==> src/rtl/lumres_pkg.sv <==
package lumres_pkg;
  localparam int CH_W   = 16;
  localparam int NCH    = 2;
  localparam int ADDR_W = 5;
  localparam int BYTE_W = 8;
  localparam logic [ADDR_W-1:0] A_BASE = 5'h14;

  typedef logic [NCH-1:0][CH_W-1:0] pair_t;

  function automatic logic [ADDR_W-1:0] lo_addr(input int c);
    return ADDR_W'(32'(A_BASE) + 2 * c);
  endfunction

  function automatic logic [ADDR_W-1:0] hi_addr(input int c);
    return ADDR_W'(32'(A_BASE) + 2 * c + 1);
  endfunction
endpackage

==> src/rtl/integ_timer.sv <==
module integ_timer #(
  parameter int TW = 16
) (
  input  logic          clk,
  input  logic          rst_n,
  input  logic [TW-1:0] period,
  output logic          strobe
);
  logic [TW-1:0] cnt;
  logic [TW-1:0] last;

  assign last = (period == '0) ? '0 : period - 1'b1;

  always_ff @(posedge clk) begin
    if (!rst_n) begin
      cnt    <= '0;
      strobe <= 1'b0;
    end else if (cnt >= last) begin
      cnt    <= '0;
      strobe <= 1'b1;
    end else begin
      cnt    <= cnt + 1'b1;
      strobe <= 1'b0;
    end
  end

  // with a stable period above one, a strobe never lasts two cycles
  a_r2_single_pulse: assert property (@(posedge clk) disable iff (!rst_n)
    (strobe && period > TW'(1)) |=> (!strobe || !$stable(period)));
endmodule

==> src/rtl/capture_buffer.sv <==
module capture_buffer
  import lumres_pkg::*;
(
  input  logic  clk,
  input  logic  rst_n,
  input  logic  strobe,
  input  pair_t src,
  input  logic  hold,
  output pair_t vis,
  output logic  any_valid
);
  pair_t pend;
  logic  pend_full;
  logic  commit;

  assign commit = pend_full && !hold;

  always_ff @(posedge clk) begin
    if (!rst_n) begin
      pend      <= '0;
      pend_full <= 1'b0;
      vis       <= '0;
      any_valid <= 1'b0;
    end else begin
      if (strobe) begin
        pend      <= src;
        pend_full <= 1'b1;
      end else if (commit) begin
        pend_full <= 1'b0;
      end
      if (commit) begin
        vis       <= pend;
        any_valid <= 1'b1;
      end
    end
  end

  // an open read sequence freezes the visible pair
  a_r6_hold_freezes: assert property (@(posedge clk) disable iff (!rst_n)
    hold |=> $stable(vis));
  // the visible pair only changes from a staged pair
  a_r3_from_stage: assert property (@(posedge clk) disable iff (!rst_n)
    !$stable(vis) |-> $past(pend_full));
  // the valid flag never clears
  a_r7_sticky: assert property (@(posedge clk) disable iff (!rst_n)
    any_valid |=> any_valid);
endmodule

==> src/rtl/read_port.sv <==
module read_port
  import lumres_pkg::*;
(
  input  logic              clk,
  input  logic              rst_n,
  input  logic              req_valid,
  input  logic [ADDR_W-1:0] req_addr,
  output logic              req_ready,
  output logic              rsp_valid,
  input  logic              rsp_ready,
  output logic [BYTE_W-1:0] rsp_data,
  input  pair_t             vis,
  output logic              hold
);
  logic                         accept;
  logic [NCH-1:0]               hit_lo;
  logic [NCH-1:0]               hit_hi;
  logic [NCH-1:0]               open;
  logic [NCH-1:0][BYTE_W-1:0]   shadow;
  logic [BYTE_W-1:0]            rd_byte;

  assign req_ready = !rsp_valid || rsp_ready;
  assign accept    = req_valid && req_ready;
  assign hold      = |open;

  for (genvar g = 0; g < NCH; g++) begin : g_ch
    assign hit_lo[g] = accept && (req_addr == lo_addr(g));
    assign hit_hi[g] = accept && (req_addr == hi_addr(g));

    // an open channel keeps its shadow until re-read
    a_r5_shadow_kept: assert property (@(posedge clk) disable iff (!rst_n)
      (open[g] && !hit_lo[g]) |=> $stable(shadow[g]));
    // a low-byte read always leaves the channel open
    a_r5_opens: assert property (@(posedge clk) disable iff (!rst_n)
      hit_lo[g] |=> open[g]);
  end

  always_comb begin
    rd_byte = '0;
    for (int c = 0; c < NCH; c++) begin
      if (req_addr == lo_addr(c)) rd_byte = vis[c][BYTE_W-1:0];
      if (req_addr == hi_addr(c)) rd_byte = open[c] ? shadow[c] : vis[c][CH_W-1:BYTE_W];
    end
  end

  always_ff @(posedge clk) begin
    if (!rst_n) begin
      open   <= '0;
      shadow <= '0;
    end else begin
      for (int c = 0; c < NCH; c++) begin
        if (hit_lo[c]) begin
          open[c]   <= 1'b1;
          shadow[c] <= vis[c][CH_W-1:BYTE_W];
        end else if (hit_hi[c]) begin
          open[c]   <= 1'b0;
        end
      end
    end
  end

  always_ff @(posedge clk) begin
    if (!rst_n) begin
      rsp_valid <= 1'b0;
      rsp_data  <= '0;
    end else if (accept) begin
      rsp_valid <= 1'b1;
      rsp_data  <= rd_byte;
    end else if (rsp_ready) begin
      rsp_valid <= 1'b0;
    end
  end

  // a stalled response is held unchanged
  a_r9_rsp_hold: assert property (@(posedge clk) disable iff (!rst_n)
    (rsp_valid && !rsp_ready) |=> (rsp_valid && $stable(rsp_data)));
  // an accepted request always yields a response next cycle
  a_r9_rsp_follows: assert property (@(posedge clk) disable iff (!rst_n)
    accept |=> rsp_valid);
endmodule

==> src/rtl/lumres_dbuf.sv <==
module lumres_dbuf
  import lumres_pkg::*;
#(
  parameter int TW = 16
) (
  input  logic              clk,
  input  logic              rst_n,
  input  logic [TW-1:0]     period,
  input  logic              test_mode,
  input  logic [CH_W-1:0]   test_c0,
  input  logic [CH_W-1:0]   test_c1,
  input  logic [CH_W-1:0]   adc_c0,
  input  logic [CH_W-1:0]   adc_c1,
  output logic              cap_strobe,
  output logic              results_valid,
  input  logic              req_valid,
  input  logic [ADDR_W-1:0] req_addr,
  output logic              req_ready,
  output logic              rsp_valid,
  input  logic              rsp_ready,
  output logic [BYTE_W-1:0] rsp_data
);
  pair_t src;
  pair_t vis;
  logic  hold;

  assign src[0] = test_mode ? test_c0 : adc_c0;
  assign src[1] = test_mode ? test_c1 : adc_c1;

  integ_timer #(.TW(TW)) u_timer (
    .clk    (clk),
    .rst_n  (rst_n),
    .period (period),
    .strobe (cap_strobe)
  );

  capture_buffer u_cap (
    .clk       (clk),
    .rst_n     (rst_n),
    .strobe    (cap_strobe),
    .src       (src),
    .hold      (hold),
    .vis       (vis),
    .any_valid (results_valid)
  );

  read_port u_rd (
    .clk       (clk),
    .rst_n     (rst_n),
    .req_valid (req_valid),
    .req_addr  (req_addr),
    .req_ready (req_ready),
    .rsp_valid (rsp_valid),
    .rsp_ready (rsp_ready),
    .rsp_data  (rsp_data),
    .vis       (vis),
    .hold      (hold)
  );

  // nothing is reported valid while the first cycle is pending
  a_r1_reset_clear: assert property (@(posedge clk)
    !rst_n |=> !results_valid);
endmodule

==> config.mk <==
export PLATFORM = sky130hd
export DESIGN_NAME = lumres_dbuf
export DESIGN_NICKNAME = d
export VERILOG_FILES = /design/src/rtl/lumres_pkg.sv /design/src/rtl/integ_timer.sv /design/src/rtl/capture_buffer.sv /design/src/rtl/read_port.sv /design/src/rtl/lumres_dbuf.sv
export SDC_FILE = /design/constraint.sdc
export NUM_CORES = 1
export LEC_CHECK = 0
export BUFFER_PORTS_ARGS = -buffer_cell sky130_fd_sc_hd__buf_2
export CAP_MARGIN = 20
export CORE_AREA = 4 4 109 111
export DETAILED_ROUTE_END_ITERATION = 8
export DIE_AREA = 0 0 113 115
export MAX_ROUTING_LAYER = met4
export PLACE_DENSITY = 0.73
export SLEW_MARGIN = 20
export SYNTH_ARGS = -nofsm -noshare
export SYNTH_HDL_FRONTEND = slang
export SYNTH_SLANG_ARGS = --single-unit
==> constraint.sdc <==
create_clock -name clk -period 2.6 [get_ports clk]
set_input_delay 0.13 -clock clk [delete_from_list [all_inputs] [get_ports clk]]
set_output_delay 0.13 -clock clk [all_outputs]
set_load 0.02 [all_outputs]
==> results.py <==
metrics = {
    "run_status": {
        "outcome": "finished, final reports clean",
    },
    "worst_setup_path": {
        "crit_required_ps": 2920,
        "crit_type": "input pin to flop",
        "crit_path_start_kind": "input pin",
        "crit_slowest_cell": "or3_4",
        "crit_chain": "buf_2 > or3_4 > nor4_4 > nand3_2 > nand2b_1 > ha_1 > o211ai_1 > a21oi_1 > a2111oi_4 > o2111ai_4 > buf_12 > nor2_1",
        "critPathArrivalTime_ps": 2680,
        "path_max_fanout": 16,
        "crit_path_max_incr_delay_ps": 410,
        "critPathCaptureType": "flop",
    },
    "global_route": {
        "grt_usage": 0.195,
        "antenna_found_initial": 0,
        "grt_pass1_wl_um": 20000,
        "grt_pass1_vias": 4329,
        "grt_max_degree": 86,
        "grt.overflow.total": 0,
    },
    "synthesis": {
        "synthDistinctLibCells": 42,
        "synth_ff_type": "dfxtp_1",
        "avgSynthCellArea_sq_um": 8.58,
        "yosysTopAreaCell": "dfxtp_1",
        "synth-seq-area-share": 0.412,
        "synth-edff-count": 0,
        "synth.top_cell.area_share": 0.412,
        "synth_seq_cells": 110,
        "synth_area_leaders": "dfxtp_1 (41%), mux2i_1 (11%), nand2_1 (7.9%), a211oi_1 (4.8%), ha_1 (4.4%)",
        "syn_inst": 623,
        "yosysWarnings": 0,
        "synth_area_sq_um": 5350,
        "synth_nets": 732,
        "async_flop_share": 0,
    },
    "sta": {
        "max_slew_margin": 0.436,
        "worst_hold_slack_ps": 69.3,
        "fmax_mhz": 424,
        "tightest_slew_ps": 846,
        "period_share": 0.908,
        "setup_viol": 0,
        "setup_tns_ps": 0,
        "rsz0062_at_grt": "no",
        "fin_worst_skew_ps": 19.7,
        "setup_ws_ps": 240,
        "hold_viol_final": 0,
        "slew_viol_final": 0,
        "min_period_ps": 2360,
    },
    "die": {
        "ios": 102,
        "dieArea_sq_um": 13000,
        "die_h_um": 115,
        "core_sq_um": 10800,
        "rows": 38,
        "die_x_um": 113,
        "start_util": 0.495,
    },
    "clock_tree": {
        "cts_buffers": 9,
        "cts_sinks": 110,
        "clk_latency_ps": 380,
        "cts-htree-levels": 3,
        "clock_path_buffers": 2,
        "tritoncts": "yes",
        "clk_pin_slew_ps": 110,
        "clock-root-buffer": "clkbuf_8",
    },
    "drt": {
        "drt_wl_total_um": 12400,
        "antenna_left": 0,
        "first_iter_violations": 170,
        "routed-via-count": 4627,
        "firstDrtPassIters": 6,
        "routed_via_density": 5.32,
        "drc": 0,
        "wire_per_inst_um": 14.3,
    },
    "final_layout": {
        "final_core_util": 0.584,
        "final_cell_mix": "nand2_1 (113), dfxtp_1 (109), buf_2 (101), nor2_1 (61), mux2i_1 (57)",
        "num_antenna_cells": 0,
        "final_nets": 834,
        "fillers": 1006,
        "final_common_cell": "nand2_1",
        "ff_latch_area_sq_um": 2200,
        "drive_above_1_share": 0.230,
        "areaGrowthSynthToFinish_pct": 17.9,
        "stdcell_count": 870,
        "multiInputGateArea_sq_um": 2950,
    },
    "place": {
        "io_buffers": 101,
        "gp_congestion": 0.906,
        "hpwl_um": 9370,
        "place_inst": 853,
        "pre_cts_slack_ps": -148,
    },
    "power": {
        "p_leak_nw": 2.49,
        "comb_power_share": 0.102,
        "max-vdd-ir-drop_mv": 0.301,
        "p_int_mw": 2.21,
        "clockPowerShare": 0.335,
        "power_switching_mw": 0.806,
        "p_per_area_nw_per_um2": 479,
        "seqPwrFrac": 0.563,
        "switching_share": 0.267,
    },
    "worst_hold_path": {
        "min_path_type": "input pin to flop",
    },
    "job": {
        "drv_cap": 0,
    },
}
==> Yosys cell counts, types with 2 or more instances <==
cell type,n
a22o_1,8
nand2_1,113
ha_1,19
mux2i_1,57
nor2_2,11
nor4_4,2
nand4_1,7
clkbuf_1,28
and2_1,2
nor2_1,61
buf_1,2
nand3_1,6
inv_1,7
dfxtp_1,110
a21oi_1,47
nor3_1,10
o211ai_1,10
a211oi_1,34
o21ai_0,29
buf_2,8
xnor2_1,10
nand2b_1,3
xor2_1,17
a31oi_1,3
nand3_2,2
==> cell type report <==
class / count / area share
tap: 140 / 0.0278
sequential: 110 / 0.349
multi-input combinational: 466 / 0.468
clock inverter: 7 / 0.0115
inverter: 8 / 0.00476
timing repair buffer: 130 / 0.119
clock buffer: 9 / 0.0196
==> registers in the layout, summed over array words and instances, names as in the netlist <==
signal / cells
u_cap.pend: 32
u_cap.vis: 32
u_rd.shadow: 16
u_timer.cnt: 16
u_rd.rsp_data: 8
u_rd.open: 2
u_cap.any_valid: 1
u_cap.pend_full: 1
u_rd.rsp_valid: 1
u_timer.strobe: 1
==> what timing repair did <==
| action | in CTS | in global routing |
|---|---|---|
| setup buffers | 0 | 0 |
| hold buffers | 1 | 0 |
| hold endpoints to repair | 1 | 0 |
| gates resized for setup | 0 | 0 |
==> per-stage QoR <==
stage	cell area, sq um	power (mW)
after floorplan	5350	1.90
after CTS	6310	3.05
after global placement	6100	2.04
after detailed placement	6100	2.05
after global routing	6310	3.16
final	6310	3.02
==> cells by family after synthesis <==
kind of cell,synth area share
compound gates,0.166
xor+xnor,0.0442
fa+ha+maj,0.0445
buf+inv,0.0363
flops,0.412
mux,0.107
simple gates,0.191
==> metal layers <==
metal | track usage | part of all wire | vias to the layer above
li1 | - | - | 2383
met1 | 0.241 | 0.45 | 2145
met2 | 0.323 | 0.49 | 79
met3 | 0.0389 | 0.043 | 20
met4 | 0.0577 | 0.015 | 0
met5 | - | 0 | -
==> final timing paths <==
| kind | startpoint | endpoint | slack [ps] | cells after the start |
|---|---|---|---|---|
| worst max-delay path | period[9] | u_timer.cnt[4] | 240 | 12 |
| worst min-delay path | rst_n | u_rd.rsp_valid | 70 | 3 |
| worst max register to register | u_timer.cnt[0] | u_timer.cnt[4] | 650 | 8 |
| worst min register to register | u_cap.pend[1] | u_cap.vis[1] | 450 | 2 |
==> critical path: cells and delay by family <==
kind | cells | cell delay [ps]
and+or+nand+nor | 5 | 1190
adders and majority gates | 1 | 230
buffers and inverters | 2 | 300
AOI/OAI and AO/OA | 4 | 820
==> power by group through the flow <==
stage | combinational, mW | sequential [mW] | clock, mW
detailed placement | 0.309 | 1.74 | 0
finish | 0.309 | 1.70 | 1.01
CTS | 0.312 | 1.70 | 1.04
global placement | 0.301 | 1.74 | 0
floorplan | 0.167 | 1.74 | 0
global route | 0.343 | 1.70 | 1.12
Note: power is estimated with default switching activity, not from simulation.
